--- config.mk ---
export PLATFORM = sky130hd
export DESIGN_NAME = sdram_burst_seq
export DESIGN_NICKNAME = d
export VERILOG_FILES = /design/src/rtl/sdram_burst_seq.sv
export SDC_FILE = /design/constraint.sdc
export NUM_CORES = 1
export LEC_CHECK = 0
export BUFFER_PORTS_ARGS = -buffer_cell sky130_fd_sc_hd__buf_2
export CAP_MARGIN = 20
export CORE_MARGIN = 5
export CORE_UTILIZATION = 47
export DETAILED_ROUTE_END_ITERATION = 8
export PLACE_DENSITY_LB_ADDON = 0.25
export SYNTH_ARGS = -nofsm -noshare
export SYNTH_HDL_FRONTEND = slang
export SYNTH_SLANG_ARGS = --single-unit
--- constraint.sdc ---
create_clock -name clk -period 1.65 [get_ports clk]
set_input_delay 0.0825 -clock clk [delete_from_list [all_inputs] [get_ports clk]]
set_output_delay 0.0825 -clock clk [all_outputs]
set_load 0.02 [all_outputs]
--- src/rtl/sdram_burst_seq.sv ---
module sdram_burst_seq #(
  parameter int DATA_W = 8,
  parameter int ADDR_W = 12,
  parameter int COL_W  = 9,
  parameter int BL     = 4,
  parameter int CL     = 2,
  parameter int TRCD   = 2,
  parameter int TRP    = 2
) (
  input  logic                 clk,
  input  logic                 rst_n,
  input  logic                 req_valid,
  output logic                 req_ready,
  input  logic                 req_write,
  input  logic                 req_bank,
  input  logic [ADDR_W-2:0]    req_row,
  input  logic [COL_W-1:0]     req_col,
  input  logic [BL*DATA_W-1:0] req_wdata,
  input  logic [BL-1:0]        req_mask,
  output logic                 rd_valid,
  output logic [DATA_W-1:0]    rd_data,
  output logic                 sd_cs_n,
  output logic                 sd_ras_n,
  output logic                 sd_cas_n,
  output logic                 sd_we_n,
  output logic [ADDR_W-1:0]    sd_addr,
  output logic                 sd_dqm,
  output logic [DATA_W-1:0]    sd_dq_o,
  output logic                 sd_dq_oe,
  input  logic [DATA_W-1:0]    sd_dq_i
);
  localparam int ROW_W  = ADDR_W - 1;
  localparam int AP_BIT = 10;
  localparam int BW     = (BL > 1) ? $clog2(BL) : 1;
  localparam int CNT_W  = $clog2(TRCD + TRP + BL + 1);

  typedef enum logic [2:0] {S_IDLE, S_ACT, S_RCD, S_RW, S_STOP, S_PRE, S_REC} state_t;

  localparam logic [3:0] C_NOP = 4'b0111;
  localparam logic [3:0] C_ACT = 4'b0011;
  localparam logic [3:0] C_RD  = 4'b0101;
  localparam logic [3:0] C_WR  = 4'b0100;
  localparam logic [3:0] C_BST = 4'b0110;
  localparam logic [3:0] C_PRE = 4'b0010;

  state_t               state;
  logic [CNT_W-1:0]     cnt;
  logic                 wr_q, bank_q;
  logic [ROW_W-1:0]     row_q;
  logic [COL_W-1:0]     col_q;
  logic [BL*DATA_W-1:0] wdata_q;
  logic [BL-1:0]        mask_q;
  logic [BW-1:0]        beat;
  logic [3:0]           cmd;
  logic                 in_rw, rd_mask_now, rd_take_now, rd_dqm;
  logic [CL-1:0]        rpipe;

  assign req_ready = (state == S_IDLE);
  assign beat      = cnt[BW-1:0];
  assign in_rw     = (state == S_RW);

  always_ff @(posedge clk) begin
    if (!rst_n) begin
      state   <= S_IDLE;
      cnt     <= '0;
      wr_q    <= 1'b0;
      bank_q  <= 1'b0;
      row_q   <= '0;
      col_q   <= '0;
      wdata_q <= '0;
      mask_q  <= '0;
    end else begin
      case (state)
        S_IDLE: if (req_valid) begin
          state   <= S_ACT;
          wr_q    <= req_write;
          bank_q  <= req_bank;
          row_q   <= req_row;
          col_q   <= req_col;
          wdata_q <= req_wdata;
          mask_q  <= req_mask;
        end
        S_ACT: begin
          cnt   <= (TRCD > 1) ? CNT_W'(TRCD - 1) : '0;
          state <= (TRCD > 1) ? S_RCD : S_RW;
        end
        S_RCD: begin
          if (cnt == CNT_W'(1)) begin
            cnt   <= '0;
            state <= S_RW;
          end else cnt <= cnt - 1'b1;
        end
        S_RW: begin
          if (cnt == CNT_W'(BL - 1)) begin
            cnt   <= '0;
            state <= S_STOP;
          end else cnt <= cnt + 1'b1;
        end
        S_STOP: state <= S_PRE;
        S_PRE: begin
          cnt   <= (TRP > 1) ? CNT_W'(TRP - 1) : '0;
          state <= (TRP > 1) ? S_REC : S_IDLE;
        end
        S_REC: begin
          if (cnt == CNT_W'(1)) begin
            cnt   <= '0;
            state <= S_IDLE;
          end else cnt <= cnt - 1'b1;
        end
        default: state <= S_IDLE;
      endcase
    end
  end

  always_comb begin
    cmd     = C_NOP;
    sd_addr = '0;
    case (state)
      S_ACT: begin
        cmd     = C_ACT;
        sd_addr = {bank_q, row_q};
      end
      S_RW: if (cnt == '0) begin
        cmd                 = wr_q ? C_WR : C_RD;
        sd_addr[COL_W-1:0]  = col_q;
        sd_addr[AP_BIT]     = 1'b0;
        sd_addr[ADDR_W-1]   = bank_q;
      end
      S_STOP: cmd = C_BST;
      S_PRE: begin
        cmd               = C_PRE;
        sd_addr[ADDR_W-1] = bank_q;
      end
      default: ;
    endcase
  end

  assign {sd_cs_n, sd_ras_n, sd_cas_n, sd_we_n} = cmd;

  assign sd_dq_oe = in_rw && wr_q;
  assign sd_dq_o  = sd_dq_oe ? wdata_q[beat*DATA_W +: DATA_W] : '0;

  assign rd_mask_now = in_rw && !wr_q && mask_q[beat];
  assign rd_take_now = in_rw && !wr_q && !mask_q[beat];

  generate
    if (CL == 2) begin : g_dqm_now
      assign rd_dqm = rd_mask_now;
    end else begin : g_dqm_dly
      logic [CL-3:0] mpipe;
      always_ff @(posedge clk) begin
        if (!rst_n) mpipe <= '0;
        else begin
          mpipe[0] <= rd_mask_now;
          for (int i = 1; i < CL - 2; i++) mpipe[i] <= mpipe[i-1];
        end
      end
      assign rd_dqm = mpipe[CL-3];
    end
  endgenerate

  assign sd_dqm = (sd_dq_oe && mask_q[beat]) || rd_dqm;

  always_ff @(posedge clk) begin
    if (!rst_n) begin
      rpipe    <= '0;
      rd_valid <= 1'b0;
      rd_data  <= '0;
    end else begin
      rpipe[0] <= rd_take_now;
      for (int i = 1; i < CL; i++) rpipe[i] <= rpipe[i-1];
      rd_valid <= rpipe[CL-1];
      if (rpipe[CL-1]) rd_data <= sd_dq_i;
    end
  end
endmodule

==> results by stage <==
Run status:
- The flow ran to the end, but the final reports show violations.
- The final reports fail on negative setup slack.

Timing:
- The post-route worst setup slack is -118.6 ps.
- The worst pin sits at a relative slew slack of 64.73%.
- Subtracting the final worst setup slack from the clock period gives 1769 ps.
- The final-report max-slew violation count is 0.
- Setup repair after global routing could not meet its margin everywhere.
- The measured slew at the worst slew-check pin is 528.3 ps.
- Setup violations remaining at the end of the flow were counted as 19.
- Based on the critical path, the design can be clocked at up to 0.5654 GHz.
- The final period utilization is 107.2%.
- The number of hold violations in the final report was 0.
- Hold timing on the final database bottoms out at a slack of 12.78 ps.
- The post-route clock skew is 7.131 ps.

Global route:
- The initial antenna violation count is 0.
- The wire length of the first global-routing pass is 16400 um.
- Entering global routing, the biggest net connects 59 pins.
- The total overflow left after global routing is 0.
- The number of global-route vias before repair is 3587.
- The all-layer global routing usage is 20.74%.

Floorplanning:
- The die boundary width is 98.12 um.
- The floorplan has 32 rows.
- The number of ports placed on the die boundary is 105.
- After floorplanning, the core was sized to cover 7647 sq um.
- The die is 98.12 um tall.
- Once the floorplan was initialized, standard cells occupied 47.73% of the core.
- The floorplan step defined a die boundary enclosing 9628 sq um.

Layout:
- The number of antenna repair diodes is 0.
- The area used by multi-input combinational logic is 1991 sq um.
- In the final layout, the share of cells above drive strength 1 is 35.89%.
- The leading cell type in the layout, fill and taps excluded is sky130_fd_sc_hd__nand2_1.
- The post-layout instance count excluding filler cells is 676.
- Cells fill 70.62% of the core in the end.
- The fill cell total of the finished layout is 557.
- Across the whole layout, storage elements account for 1538 sq um.
- The final layout net count is 642.
- Compared with the post-synthesis result, the final layout area differs by 47.96%.
- In the layout the commonest cells are 119 x sky130_fd_sc_hd__nand2_1, 89 x sky130_fd_sc_hd__buf_2, 69 x sky130_fd_sc_hd__dfxtp_1, 63 x sky130_fd_sc_hd__dlygate4sd3_1, 40 x sky130_fd_sc_hd__a21boi_0.

Logic synthesis:
- The post-synthesis register bit count is 76.
- The post-synthesis cell type count is 45.
- The dominant synthesized flop cell is sky130_fd_sc_hd__dfxtp_1.
- For this run, asynchronously set or reset flops after synthesis account for 0%.
- The sequential fraction of the synthesis area is 41.69%.
- The cell count after synthesis is 403.
- The warning count from the yosys run is 0.
- The net count of the mapped netlist is 476.
- Yosys mapped a number of flops with a built-in enable equal to 0.
- The per-instance average area after synthesis is 9.056 sq um.
- The mapped netlist covers 3650 sq um.

Setup path:
- At the worst endpoint, the arrival time is 1690 ps.
- The required arrival time at the worst endpoint is 1570 ps.
- The critical setup path kind is flop to output port.
- The critical path crosses 4 cells after its start point.
- The kind of launch point of the worst setup path is a flop.
- The number of buffers and inverters on the critical path is 2.
- The signal on the critical path passes through buf_8 > mux4_2 > and3_4 > buf_6.
- The cell family with the largest share of critical-path delay is multiplexers.
- The standard cell with the maximum stage delay on the critical path is sky130_fd_sc_hd__mux4_2.
- The number of cells on the worst reg-to-reg path is 7.
- The largest fanout on the critical path is 5.
- STA classifies the critical path endpoint as an output port.
- For this run, the slowest stage of the critical path takes 510 ps.

Placement:
- The number of buffers added on ports is 103.
- The wire-length estimate of the detail-placed layout is 6202 um.
- Routability-driven placement finished with a final weighted congestion of 0.8481.
- The total instance count after detailed placement is 590.

Routing:
- The per-cell via count in the routed design is 5.157.
- The sum of routed wire length over all layers is 10450 um.
- The number of nets still failing antenna checks after routing is 0.
- The number of detailed-routing iterations run before antenna repair is 4.
- The via count of the routed design is 3486.
- The number of design-rule violations left by the first detailed-router iteration is 133.
- The mean routed wirelength per cell is 15.46 um.
- For this run, design rule violations remaining after detail routing come to 0.

Hold path:
- The min-delay analysis places its worst path in the category primary input to flop.
- The number of stages on the worst hold path is 3.

Clock network:
- The H-tree depth reported by CTS is 3.
- The clock passes through at most 2 buffers.
- CTS saw 76 sinks.
- In this run, CTS created clock tree buffers numbering 9.
- Clock latency on the worst-skew pair, taken at its later pin, is 350 ps.
- The root buffer cell chosen for the clock tree is sky130_fd_sc_hd__clkbuf_8.
- The clock tree from TritonCTS is done.
- The post-CTS clock slew at the launch and capture registers of the worst setup and hold paths is 80 ps.

Power:
- The standby leakage power is 2.201 nW.
- The design draws 4.581 mW.
- The worst ir drop on vdd is 481.9 uV.
- In this run the power density over the cells is 848.3 nW/um^2.

Run:
- The max capacitance violation total is 0.
stage by stage:
step           setup slack (ps)  setup TNS [ps]  cell area [sq um]
2_1_floorplan             56.93               0               3655
3_3_place_gp              46.38               0               4233
3_5_place_dp              80.40               0               4233
4_1_cts                  -141.7           -2159               5218
5_1_grt                  -181.7           -2695               5400
6_report                 -118.6           -1350               5400
registers in the layout, indices dropped and copies added, names as in the netlist:
| register | flops |
|---|---|
| wdata_q | 32 |
| bank_q | 1 |
| state | 3 |
| cnt | 4 |
| rd_valid | 1 |
| rpipe | 2 |
| rd_data | 8 |
| row_q | 11 |
| wr_q | 1 |
| mask_q | 4 |
| col_q | 9 |
power by group:
part,switching (mW),internal (mW),total [mW]
Sequential,0.0962,1.97,2.06
Combinational,0.540,0.585,1.13
Clock,0.687,0.705,1.39
worst paths after layout:
path,start,to,slack [ps]
max reg2reg,cnt[0],cnt[2],-70
max,cnt[0],sd_dq_o[4],-120
min reg2reg,rpipe[0],rpipe[1],440
min,req_write,wr_q,10
synth_stat cells (2+ instances only):
cell type,number,area share [%]
sky130_fd_sc_hd__a21oi_1,5,0.69
sky130_fd_sc_hd__clkbuf_1,15,1.5
sky130_fd_sc_hd__and3_1,11,1.9
sky130_fd_sc_hd__buf_8,4,1.6
sky130_fd_sc_hd__buf_6,2,0.62
sky130_fd_sc_hd__a22o_1,9,2.2
sky130_fd_sc_hd__o21a_1,2,0.41
sky130_fd_sc_hd__nand3_1,2,0.27
sky130_fd_sc_hd__buf_4,6,1.2
sky130_fd_sc_hd__a21boi_0,40,8.2
sky130_fd_sc_hd__ha_1,4,1.4
sky130_fd_sc_hd__mux4_1,2,1.4
sky130_fd_sc_hd__buf_2,8,1.1
sky130_fd_sc_hd__nor3_1,3,0.41
sky130_fd_sc_hd__mux4_2,7,4.3
sky130_fd_sc_hd__o21ai_0,4,0.55
sky130_fd_sc_hd__a211oi_1,3,0.62
sky130_fd_sc_hd__nor2b_1,10,1.7
sky130_fd_sc_hd__nor2_1,7,0.72
sky130_fd_sc_hd__nand2_1,121,12
sky130_fd_sc_hd__and2_1,8,1.4
sky130_fd_sc_hd__inv_1,5,0.51
sky130_fd_sc_hd__a21boi_2,20,6.2
sky130_fd_sc_hd__dfxtp_1,76,42
sky130_fd_sc_hd__mux2i_1,9,2.5
area by class of cell:
| cell class | instances | share of cell area (%) |
|---|---|---|
| timing repair buffer | 191 | 28.36 |
| multi-input combinational | 286 | 36.86 |
| tap | 102 | 2.363 |
| inverter | 5 | 0.3475 |
| sequential | 76 | 28.48 |
| clock inverter | 5 | 1.158 |
| clock buffer | 11 | 2.433 |
worst register-to-register path, stage by stage (launching register included):
cell	delay, ps
sky130_fd_sc_hd__dfxtp_4	370
sky130_fd_sc_hd__buf_8	140
sky130_fd_sc_hd__buf_4	130
sky130_fd_sc_hd__ha_1	220
sky130_fd_sc_hd__nor2b_1	140
sky130_fd_sc_hd__nor4b_1	320
sky130_fd_sc_hd__a21oi_1	90
sky130_fd_sc_hd__o31ai_1	220
logic make-up after synthesis:
family / after synthesis / share of synthesized area, %
AOI/OAI and AO/OA: 94 / 21.26
DFF: 76 / 41.69
buffers and inverters: 41 / 6.753
muxes: 18 / 8.228
and+or+nand+nor: 168 / 20.36
other: 1 / 0.1027
adders and majority gates: 4 / 1.371
xor gates and xnor gates: 1 / 0.2400
routing by layer:
layer	global-route usage [%]	vias to the layer above	share of wire (%)
met5	0	-	0
met4	7.987	0	3.3
met3	5.143	35	4.8
met2	36.75	113	51
met1	23.99	1642	41
li1	-	1696	-
timing repair:
item,4_1_cts,5_1_grt
endpoints found under the setup margin,23,26
pin swaps,2,11
cloned,1,2
resized for setup,40,36
endpoints found under the hold margin,63,0
buffers inserted,1,3
hold buffers,63,0
(Power assumes the default switching activity.)
